**src/rtl/spi_eng_pkg.sv**
```systemverilog
package spi_eng_pkg;
  typedef enum logic [2:0] {
    ST_IDLE, ST_PRE, ST_GAP, ST_OPC, ST_ADR, ST_DAT
  } seq_state_e;

  localparam logic [2:0] RA_CTRL = 3'd0;
  localparam logic [2:0] RA_STAT = 3'd1;
  localparam logic [2:0] RA_ADDR = 3'd2;
  localparam logic [2:0] RA_MENA = 3'd3;
  localparam logic [2:0] RA_MENB = 3'd4;
  localparam logic [2:0] RA_TYPE = 3'd5;
  localparam logic [2:0] RA_PREF = 3'd6;
  localparam logic [2:0] RA_LOCK = 3'd7;
endpackage

```
**src/rtl/spi_eng_shift.sv**
```systemverilog
module spi_eng_shift #(
  parameter int HW = 2
) (
  input  logic          clk,
  input  logic          rst_n,
  input  logic [HW-1:0] half_m1,
  input  logic          tx_valid,
  output logic          tx_ready,
  input  logic [7:0]    tx_byte,
  output logic          rx_valid,
  output logic [7:0]    rx_byte,
  output logic          sclk,
  output logic          mosi,
  input  logic          miso
);
  logic          active, phase, done_q;
  logic [HW-1:0] hcnt;
  logic [2:0]    bitcnt;
  logic [7:0]    sh, rx;

  assign tx_ready = !active && !done_q;
  assign rx_valid = done_q;
  assign rx_byte  = rx;
  assign sclk     = active && phase;
  assign mosi     = sh[7];

  always_ff @(posedge clk or negedge rst_n) begin
    if (!rst_n) begin
      active <= 1'b0; phase <= 1'b0; done_q <= 1'b0;
      hcnt <= '0; bitcnt <= '0; sh <= '0; rx <= '0;
    end else begin
      done_q <= 1'b0;
      if (!active) begin
        if (tx_valid && tx_ready) begin
          active <= 1'b1; sh <= tx_byte; phase <= 1'b0;
          hcnt <= '0; bitcnt <= '0;
        end
      end else if (hcnt == half_m1) begin
        hcnt  <= '0;
        phase <= ~phase;
        if (!phase) begin
          rx <= {rx[6:0], miso};          // rising edge: sample
        end else begin
          sh     <= {sh[6:0], 1'b0};      // falling edge: next bit
          bitcnt <= bitcnt + 3'd1;
          if (bitcnt == 3'd7) begin
            active <= 1'b0;
            done_q <= 1'b1;
          end
        end
      end else begin
        hcnt <= hcnt + 1'b1;
      end
    end
  end

  // MOSI holds while SCLK is high
  a_r7_mosi_steady: assert property (@(posedge clk) disable iff (!rst_n)
    (sclk && $past(sclk)) |-> $stable(mosi));
endmodule

```
**src/rtl/spi_eng_seq.sv**
```systemverilog
module spi_eng_seq
  import spi_eng_pkg::*;
#(
  parameter int CNT_W = 6,
  parameter int HW    = 2,
  parameter int GW    = HW + 2
) (
  input  logic             clk,
  input  logic             rst_n,
  input  logic             go,
  input  logic             pre_en,
  input  logic             dat_en,
  input  logic [2:0]       idx,
  input  logic [CNT_W-1:0] cnt_m1,
  input  logic [23:0]      addr,
  input  logic [63:0]      menu_flat,
  input  logic [15:0]      types,
  input  logic [7:0]       prefix,
  input  logic [HW-1:0]    half_m1,
  output logic [CNT_W-1:0] br_idx,
  input  logic [7:0]       br_byte,
  output logic             bw_en,
  output logic [CNT_W-1:0] bw_idx,
  output logic [7:0]       bw_byte,
  output logic             tx_valid,
  input  logic             tx_ready,
  output logic [7:0]       tx_byte,
  input  logic             rx_valid,
  input  logic [7:0]       rx_byte,
  output logic             cs_n,
  output logic             busy,
  output logic             done_pulse
);
  seq_state_e       st;
  logic [7:0]       opc_q;
  logic [1:0]       typ_q;
  logic [CNT_W-1:0] cnt_q;
  logic [GW-1:0]    gcnt;
  logic [GW-1:0]    gap_last;

  assign gap_last = {half_m1, 2'b11};   // 4 half periods minus one
  assign busy     = (st != ST_IDLE);
  assign tx_valid = (st == ST_PRE) || (st == ST_OPC) || (st == ST_ADR) || (st == ST_DAT);
  assign cs_n     = !tx_valid;
  assign br_idx   = cnt_q;
  assign bw_en    = (st == ST_DAT) && rx_valid && !typ_q[0];
  assign bw_idx   = cnt_q;
  assign bw_byte  = rx_byte;

  always_comb begin
    unique case (st)
      ST_PRE: tx_byte = prefix;
      ST_OPC: tx_byte = opc_q;
      ST_ADR: case (cnt_q[1:0])
                2'd0:    tx_byte = addr[23:16];
                2'd1:    tx_byte = addr[15:8];
                default: tx_byte = addr[7:0];
              endcase
      ST_DAT: tx_byte = typ_q[0] ? br_byte : 8'h00;
      default: tx_byte = 8'h00;
    endcase
  end

  always_ff @(posedge clk or negedge rst_n) begin
    if (!rst_n) begin
      st <= ST_IDLE; opc_q <= '0; typ_q <= '0; cnt_q <= '0; gcnt <= '0;
      done_pulse <= 1'b0;
    end else begin
      done_pulse <= 1'b0;
      unique case (st)
        ST_IDLE: if (go) begin
          opc_q <= menu_flat[{idx, 3'b000} +: 8];
          typ_q <= types[{idx, 1'b0} +: 2];
          cnt_q <= '0;
          st    <= pre_en ? ST_PRE : ST_OPC;
        end
        ST_PRE: if (rx_valid) begin
          gcnt <= '0; st <= ST_GAP;
        end
        ST_GAP: if (gcnt == gap_last) st <= ST_OPC;
                else gcnt <= gcnt + 1'b1;
        ST_OPC: if (rx_valid) begin
          cnt_q <= '0;
          if (typ_q[1])    st <= ST_ADR;
          else if (dat_en) st <= ST_DAT;
          else begin st <= ST_IDLE; done_pulse <= 1'b1; end
        end
        ST_ADR: if (rx_valid) begin
          if (cnt_q == CNT_W'(2)) begin
            cnt_q <= '0;
            if (dat_en) st <= ST_DAT;
            else begin st <= ST_IDLE; done_pulse <= 1'b1; end
          end else cnt_q <= cnt_q + 1'b1;
        end
        ST_DAT: if (rx_valid) begin
          if (cnt_q == cnt_m1) begin st <= ST_IDLE; done_pulse <= 1'b1; end
          else cnt_q <= cnt_q + 1'b1;
        end
        default: st <= ST_IDLE;
      endcase
    end
  end

  // an offered byte stays offered until the serializer takes it
  a_r4_tx_hold: assert property (@(posedge clk) disable iff (!rst_n)
    (tx_valid && !tx_ready && !rx_valid) |=> tx_valid);
endmodule

```
**src/rtl/spi_eng_regs.sv**
```systemverilog
module spi_eng_regs
  import spi_eng_pkg::*;
#(
  parameter int CNT_W = 6,
  parameter int AW    = 5
) (
  input  logic             clk,
  input  logic             rst_n,
  input  logic             reg_wr,
  input  logic [AW-1:0]    reg_addr,
  input  logic [31:0]      reg_wdata,
  output logic [31:0]      reg_rdata,
  input  logic             seq_busy,
  input  logic             done_set,
  input  logic             bw_en,
  input  logic [CNT_W-1:0] bw_idx,
  input  logic [7:0]       bw_byte,
  input  logic [CNT_W-1:0] br_idx,
  output logic [7:0]       br_byte,
  output logic             go,
  output logic             pre_en,
  output logic             dat_en,
  output logic             fast,
  output logic [2:0]       idx,
  output logic [CNT_W-1:0] cnt_m1,
  output logic [23:0]      addr,
  output logic [63:0]      menu_flat,
  output logic [15:0]      types,
  output logic [7:0]       prefix
);
  localparam int BYTES = 1 << CNT_W;

  logic [7:0] bufm [BYTES];
  logic       lock_q, done_q, err_q, busy_all;
  logic       is_buf, wr_ctrl, wr_stat, go_busy;
  logic [AW-2:0] wsel;

  assign is_buf   = reg_addr[AW-1];
  assign wsel     = reg_addr[AW-2:0];
  assign wr_ctrl  = reg_wr && !is_buf && reg_addr[2:0] == RA_CTRL;
  assign wr_stat  = reg_wr && !is_buf && reg_addr[2:0] == RA_STAT;
  assign busy_all = seq_busy || go;
  assign go_busy  = wr_ctrl && reg_wdata[0] && busy_all;
  assign br_byte  = bufm[br_idx];

  always_ff @(posedge clk or negedge rst_n) begin
    if (!rst_n) begin
      go <= 1'b0; pre_en <= 1'b0; dat_en <= 1'b0; fast <= 1'b0; idx <= '0;
      cnt_m1 <= '0; addr <= '0; menu_flat <= '0; types <= '0; prefix <= '0;
      lock_q <= 1'b0; done_q <= 1'b0; err_q <= 1'b0;
    end else begin
      go <= 1'b0;
      if (done_set) done_q <= 1'b1;
      else if (wr_stat && reg_wdata[1]) done_q <= 1'b0;
      if (go_busy) err_q <= 1'b1;
      else if (wr_stat && reg_wdata[2]) err_q <= 1'b0;
      if (wr_ctrl && !busy_all) begin
        go <= reg_wdata[0]; pre_en <= reg_wdata[1]; dat_en <= reg_wdata[2];
        fast <= reg_wdata[3]; idx <= reg_wdata[6:4]; cnt_m1 <= reg_wdata[8 +: CNT_W];
      end
      if (reg_wr && !is_buf) begin
        unique case (reg_addr[2:0])
          RA_ADDR: addr <= reg_wdata[23:0];
          RA_MENA: if (!lock_q) menu_flat[31:0]  <= reg_wdata;
          RA_MENB: if (!lock_q) menu_flat[63:32] <= reg_wdata;
          RA_TYPE: if (!lock_q) types  <= reg_wdata[15:0];
          RA_PREF: if (!lock_q) prefix <= reg_wdata[7:0];
          RA_LOCK: if (reg_wdata[0]) lock_q <= 1'b1;
          default: ;
        endcase
      end
    end
  end

  always_ff @(posedge clk) begin
    if (reg_wr && is_buf)
      for (int k = 0; k < 4; k++) bufm[{wsel, 2'(k)}] <= reg_wdata[8*k +: 8];
    if (bw_en) bufm[bw_idx] <= bw_byte;
  end

  always_comb begin
    reg_rdata = '0;
    if (is_buf) begin
      for (int k = 0; k < 4; k++) reg_rdata[8*k +: 8] = bufm[{wsel, 2'(k)}];
    end else begin
      unique case (reg_addr[2:0])
        RA_CTRL: reg_rdata = 32'({cnt_m1, 1'b0, idx, fast, dat_en, pre_en, 1'b0});
        RA_STAT: reg_rdata = {29'd0, err_q, done_q, busy_all};
        RA_ADDR: reg_rdata = {8'd0, addr};
        RA_MENA: reg_rdata = menu_flat[31:0];
        RA_MENB: reg_rdata = menu_flat[63:32];
        RA_TYPE: reg_rdata = {16'd0, types};
        RA_PREF: reg_rdata = {24'd0, prefix};
        default: reg_rdata = {31'd0, lock_q};
      endcase
    end
  end

  // done rises only right after the sequencer was running
  a_r8_done_after_cycle: assert property (@(posedge clk) disable iff (!rst_n)
    $rose(done_q) |-> $past(seq_busy, 2));
  // a launch reaches the sequencer only while it is idle
  a_r9_go_when_idle: assert property (@(posedge clk) disable iff (!rst_n)
    go |-> !seq_busy);
  // locked configuration never moves
  a_r10_lock_freeze: assert property (@(posedge clk) disable iff (!rst_n)
    lock_q |=> ($stable(menu_flat) && $stable(types) && $stable(prefix)));
endmodule

```
**src/rtl/spi_cycle_engine.sv**
```systemverilog
module spi_cycle_engine #(
  parameter int BUF_BYTES = 64,
  parameter int FAST_HALF = 1,
  parameter int SLOW_HALF = 2,
  localparam int CNT_W    = $clog2(BUF_BYTES),
  localparam int AW       = CNT_W - 1,
  localparam int HW       = $clog2(SLOW_HALF) + 1,
  localparam int GW       = HW + 2
) (
  input  logic          clk,
  input  logic          rst_n,
  input  logic          reg_wr,
  input  logic [AW-1:0] reg_addr,
  input  logic [31:0]   reg_wdata,
  output logic [31:0]   reg_rdata,
  output logic          spi_cs_n,
  output logic          spi_sclk,
  output logic          spi_mosi,
  input  logic          spi_miso
);
  logic             go, pre_en, dat_en, fast, seq_busy, done_pulse;
  logic [2:0]       idx;
  logic [CNT_W-1:0] cnt_m1, br_idx, bw_idx;
  logic [23:0]      addr;
  logic [63:0]      menu_flat;
  logic [15:0]      types;
  logic [7:0]       prefix, br_byte, bw_byte, tx_byte, rx_byte;
  logic             bw_en, tx_valid, tx_ready, rx_valid;
  logic [HW-1:0]    half_m1;

  assign half_m1 = fast ? HW'(FAST_HALF - 1) : HW'(SLOW_HALF - 1);

  spi_eng_regs #(.CNT_W(CNT_W), .AW(AW)) u_regs (
    .clk(clk), .rst_n(rst_n), .reg_wr(reg_wr), .reg_addr(reg_addr),
    .reg_wdata(reg_wdata), .reg_rdata(reg_rdata), .seq_busy(seq_busy),
    .done_set(done_pulse), .bw_en(bw_en), .bw_idx(bw_idx), .bw_byte(bw_byte),
    .br_idx(br_idx), .br_byte(br_byte), .go(go), .pre_en(pre_en),
    .dat_en(dat_en), .fast(fast), .idx(idx), .cnt_m1(cnt_m1), .addr(addr),
    .menu_flat(menu_flat), .types(types), .prefix(prefix));

  spi_eng_seq #(.CNT_W(CNT_W), .HW(HW), .GW(GW)) u_seq (
    .clk(clk), .rst_n(rst_n), .go(go), .pre_en(pre_en), .dat_en(dat_en),
    .idx(idx), .cnt_m1(cnt_m1), .addr(addr), .menu_flat(menu_flat),
    .types(types), .prefix(prefix), .half_m1(half_m1), .br_idx(br_idx),
    .br_byte(br_byte), .bw_en(bw_en), .bw_idx(bw_idx), .bw_byte(bw_byte),
    .tx_valid(tx_valid), .tx_ready(tx_ready), .tx_byte(tx_byte),
    .rx_valid(rx_valid), .rx_byte(rx_byte), .cs_n(spi_cs_n),
    .busy(seq_busy), .done_pulse(done_pulse));

  spi_eng_shift #(.HW(HW)) u_shift (
    .clk(clk), .rst_n(rst_n), .half_m1(half_m1), .tx_valid(tx_valid),
    .tx_ready(tx_ready), .tx_byte(tx_byte), .rx_valid(rx_valid),
    .rx_byte(rx_byte), .sclk(spi_sclk), .mosi(spi_mosi), .miso(spi_miso));

  // the serial clock rests low whenever no frame is open
  a_r7_idle_clock_low: assert property (@(posedge clk) disable iff (!rst_n)
    spi_cs_n |-> !spi_sclk);
endmodule

```
**config.mk**
```make
export PLATFORM = sky130hd
export DESIGN_NAME = spi_cycle_engine
export DESIGN_NICKNAME = d
export VERILOG_FILES = /design/src/rtl/spi_eng_pkg.sv /design/src/rtl/spi_eng_shift.sv /design/src/rtl/spi_eng_seq.sv /design/src/rtl/spi_eng_regs.sv /design/src/rtl/spi_cycle_engine.sv
export SDC_FILE = /design/constraint.sdc
export NUM_CORES = 1
export LEC_CHECK = 0
export BUFFER_PORTS_ARGS = -buffer_cell sky130_fd_sc_hd__buf_2
export CAP_MARGIN = 20
export CORE_UTILIZATION = 25
export CTS_CLUSTER_DIAMETER = 150
export DETAILED_ROUTE_END_ITERATION = 10
export SYNTH_ARGS = -nofsm -noshare
export SYNTH_HDL_FRONTEND = slang
export SYNTH_HIERARCHICAL = 1
export SYNTH_SLANG_ARGS = --single-unit
```
**constraint.sdc**
```tcl
create_clock -name clk -period 3.9 [get_ports clk]
set_input_delay 0.39 -clock clk [delete_from_list [all_inputs] [get_ports clk]]
set_output_delay 0.39 -clock clk [all_outputs]
set_load 0.05 [all_outputs]
```
======== After elaboration in Yosys (flattened, before gate mapping) ========
Memories as Yosys holds them, arrays and structs flattened.
Cells that the tools add are included.
word-level totals
  register bits ........................... 176
  RAM bits ................................ 512
  input bits .............................. 41
  output and inout bits ................... 35
  logic and storage cells ................. 180
  memories kept ........................... 1
memory list
  memory       depth  width  read ports  clocked after Yosys merged registers in  wr ports  line                text
  u_regs.bufm  64     8      5           0                                        5         spi_eng_regs.sv:33  logic [7:0] bufm [BYTES];
operators by class
  add/sub/neg operators ................... 4
  eq/ne operators ......................... 30
  shift operators ......................... 2
  muxes and demuxes ....................... 68
  bitwise logic cells ..................... 2
  reduce and logical (&&, ||, !) cells .... 46
operators with widths
  operator               number
  $pmux W32 S7           1
  $shiftx A64 B7 Y8      1
  $mux W3                14
  $mux W8                5
  $mux W6                6
  $mux W32               1
  $pmux W8 S4            1
  $mux W1                29
  $pmux W6 S4            1
  $reduce_and A3 Y1      8
  $eq A3 B3 Y1 const B   7
  $pmux W3 S6            1
  $pmux W8 S2            1
  $shiftx A16 B5 Y2      1
  $logic_and A1 B1 Y1    14
  $ne A2 B2 Y1 const B   7
  $eq A3 B2 Y1 const B   4
  $ne A2 B1 Y1 const B   5
  $mux W2                4
  $mux W4                2
  $pmux W4 S2            1
  $reduce_and A8 Y1      1
  $reduce_bool A2 Y1     4
  $add A6 B1 Y6 const B  1
  19 further kinds       32

======== Longest topological paths before layout ========
  depth in word-level cells ............... 7
  mapped depth ............................ 11
  mapped depth without buffers ............ 9

======== Hierarchy ========
Netlist, hierarchy kept.
modules (own cells, without submodules)
  module            instances  cells an instance  area each (µm²)  seq. area each (µm²)
  spi_eng_regs      1          2304               36563.8          18577.8
  spi_eng_seq       1          258                2427.3           600.6
  spi_eng_shift     1          122                1312.5           600.6
  spi_cycle_engine  1          2                  7.5              0.0

======== Least setup slack after synthesis ========
No wires, ideal clock.
  path kind ............................... register to register
  start point ............................. register u_seq.st[0]
  end point ............................... memory u_regs.bufm[37][0], enable pin
  setup time .............................. 0.384 ns
  arrival ................................. 2.631 ns
  setup slack ............................. 0.885 ns
  cell stages (with the launch flop) ...... 10
  period minus slack after synthesis ...... 3.015 ns
  path through ............................ dfrtp_1 > buf_4 > clkinv_1 > nor4_1 > clkbuf_1 > nand2_1 > or3_1 > clkbuf_1 > buf_2 > o21ai_0
RTL lines
  item                    line                text
  start, declared         spi_eng_seq.sv:34   seq_state_e st;
  start signal, assigned  spi_eng_seq.sv:75   st <= pre_en ? ST_PRE : ST_OPC;
  end, declared           spi_eng_regs.sv:33

======== Worst setup path in the final report ========
  start point ............................. register u_seq.cnt_q[1] (netlist: u_seq/br_idx[1])
  end point ............................... register u_shift.sh[1]
on the way
  longest elaborated chain between the ends .. 5
  elaborated cells on any way between the ends .. 8
  classes of those cells .................. 1 x eq/ne; 5 x mux; 1 x reduce/logical; 1 x memory
ends and longest elaborated chain
  item                    line                    text
  start, declared         spi_eng_seq.sv:37       logic [CNT_W-1:0] cnt_q;
  start signal, assigned  spi_eng_seq.sv:93       end else cnt_q <= cnt_q + 1'b1;
  start signal, assigned  spi_eng_seq.sv:97       else cnt_q <= cnt_q + 1'b1;
  $mem_v2 Z64 W8          n/a
  via br_byte[1]          spi_cycle_engine.sv:27  logic [7:0] prefix, br_byte, bw_byte, tx_byte, rx_byte;
  $mux W8                 spi_eng_seq.sv:59       ST_DAT: tx_byte = typ_q[0] ? br_byte : 8'h00;
  $pmux W8 S4             spi_eng_seq.sv:51       unique case (st)
  via tx_byte[1]          spi_cycle_engine.sv:27
  $mux W8                 spi_eng_shift.sv:34     if (tx_valid && tx_ready) begin
  $mux W8                 spi_eng_shift.sv:33     if (!active) begin
  end signal, assigned    spi_eng_shift.sv:44     sh <= {sh[6:0], 1'b0};
  end, declared           spi_eng_shift.sv:19     logic [7:0] sh, rx;
The timed path passes the listed nets, and every way through them passes these cells. The select of a mux whose other input is x is not followed.
A chain may end at the register's enable or synchronous reset.

==> metrics <==
Max Freq 0.2833 GHz; Rel. slew slack 26.17%; critical path fanouts, max 57; largest net degree at the start of global routing 99; leakage power 0.01561 uW; DR iter-0 viols 4,302; Worst setup SP type register; share of layout cells above drive strength 1 44.48%; post-synthesis cell count 2,685; residual DRC count 0; DR pass1 iterations 8; DP HPWL 123.4 mm; die extent in x 403.5 um; core box area 0.1593 mm^2; Routability Congestion 1.033; Req. time, crit path 4440 ps; Num CTS Buffers 79; Die H 403.5 um; Clock transition at path regs 60 ps; YS warnings 6; post-route ant nets 0; Layout area overhead 14.26%; CTS H-Tree Depth 3; average size of a mapped cell 15.01 um^2; vias in the first global route 26.73k; IO Pins 76; setup bufs post-CTS 0; Bufs on Longest Clock Path 3; maxcap violations 0; Total Routing Usage GR 20.52%; clk root buf clkbuf_16; Slew @ Worst Pin 1096 ps; Post-Syn Area 0.04031 mm^2; PwrDens 461.6 mW/mm^2; drt via density 5.716; Final Skew 39.80 ps; final setup violating endpoints 0; final hold violation count 0; final net count 2,751; final slew viol count 0; first-pass GRT wire length 231.6 mm; global route overflow 0; Worst Hold Class primary input to register; status finished clean; Resized cells post-CTS 0; CP Class register to register; Final Cycle Share 90.51%; CP arrival 4070 ps; clock sinks 688; initial antenna violation count 19; Skew-Pair Late Insertion Delay 680 ps; CTS tree built; final setup margin 370.1 ps; cts hold-fix bufs 2; Routed WL 171.4 mm; fin crit period 3530 ps; peak supply drop 0.6199 mV; post-DR wirelength/cell 34.85 um; pre-CTS setup slack 477.3 ps; initial core utilization 25.30%; CP endpoint kind register; routed vias 28.11k; RSZ-0062 raised after global routing no; Die ar. 0.1628 mm^2; number of buffers added on ports 75; Rows 146; Setup TNS Final 0 ps
[power by group]
part / internal (uW) / switching (uW) / leakage, uW
Combinational: 1580 / 2230 / 0.00754
Sequential: 8430 / 1380 / 0.00680
Clock: 4400 / 3250 / 0.00127
[stage by stage]
step	utilization (%)	total power (uW)	instance area (um^2)	std cells	hold WS (ps)
after global placement	27.21	13610	43350	4755	415.6
after detailed placement	27.23	13640	43370	4758	434.1
after CTS	28.87	21250	46000	4903	238.7
after floorplan	-	11900	40310	2687	94.41
after global routing	28.91	21800	46040	4912	305.7
final	28.91	21260	46060	4917	291.3
[cell usage in the layout, fill, tap and decap left out, drive strengths merged, types with 12 or more instances in the layout]
| cell | instances |
|---|---|
| mux2 | 655 |
| clkinv | 31 |
| nor2 | 71 |
| mux4 | 302 |
| a21oi | 48 |
| a22oi | 42 |
| edfxtp | 512 |
| nand2 | 132 |
| o221ai | 30 |
| nor3 | 13 |
| dfrtp | 176 |
| and2 | 16 |
| o21ai | 52 |
| nand3 | 15 |
| clkbuf | 102 |
| and3 | 12 |
| inv | 24 |
| nor2b | 14 |
| mux2i | 86 |
| a22o | 49 |
| buf | 221 |
[worst paths after layout]
path | startpoint | end | slack (ps) | cells past startpoint
min reg2reg | u_seq/done_pulse | u_regs/done_q | 450 | 1
max in group asynchronous | rst_n | u_regs/menu_flat[26] | 2590 | 3
min in group asynchronous | rst_n | u_shift/rx_byte[0] | 340 | 2
min | reg_wr | u_regs/err_q | 290 | 4
max reg2reg | u_seq/br_idx[1] | u_shift/sh[1] | 370 | 9
max | u_seq/br_idx[1] | u_shift/sh[1] | 370 | 9
[area by class of cell]
type	count	area, um^2
Fill cell	15991	113200
Sequential cell	688	19820
Multi-Input combinational cell	1684	19150
Tap cell	2146	2685
Clock buffer	100	2116
Timing Repair Buffer	225	1695
Clock inverter	43	489.2
Inverter	25	93.84
Antenna cell	6	15.01
[critical path: stages, from the launching register on]
cell and delay (ps):
dfrtp_4 1010, buf_4 360, mux4_2 320, o221ai_1 350, a21oi_1 190, a22o_1 350
a21oi_1 210, o21ai_0 210, mux2i_1 190, a2bb2oi_1 90
[metal layers]
metal  vias to the layer above  share of wire (%)  global-route usage (%)
met5                         -              0.076                       0
met4                        16                5.5                   9.893
met3                       427                 12                   5.634
met2                      2133                 44                   31.58
met1                     14750                 38                   26.55
li1                      10780                  -                       -
[registers in the layout, summed over array words and instances (netlist names), 3 cells and up]
signal	cells
u_regs/addr	24
u_regs/bufm	512
u_regs/cnt_m1	6
u_regs/idx	3
u_regs/menu_flat	64
u_regs/prefix	8
u_regs/types	16
u_seq/br_idx	6
u_seq/gcnt	4
u_seq/opc_q	8
u_seq/st	3
u_shift/bitcnt	3
u_shift/rx_byte	8
u_shift/sh	8
Power figures use the tool's default switching activity.
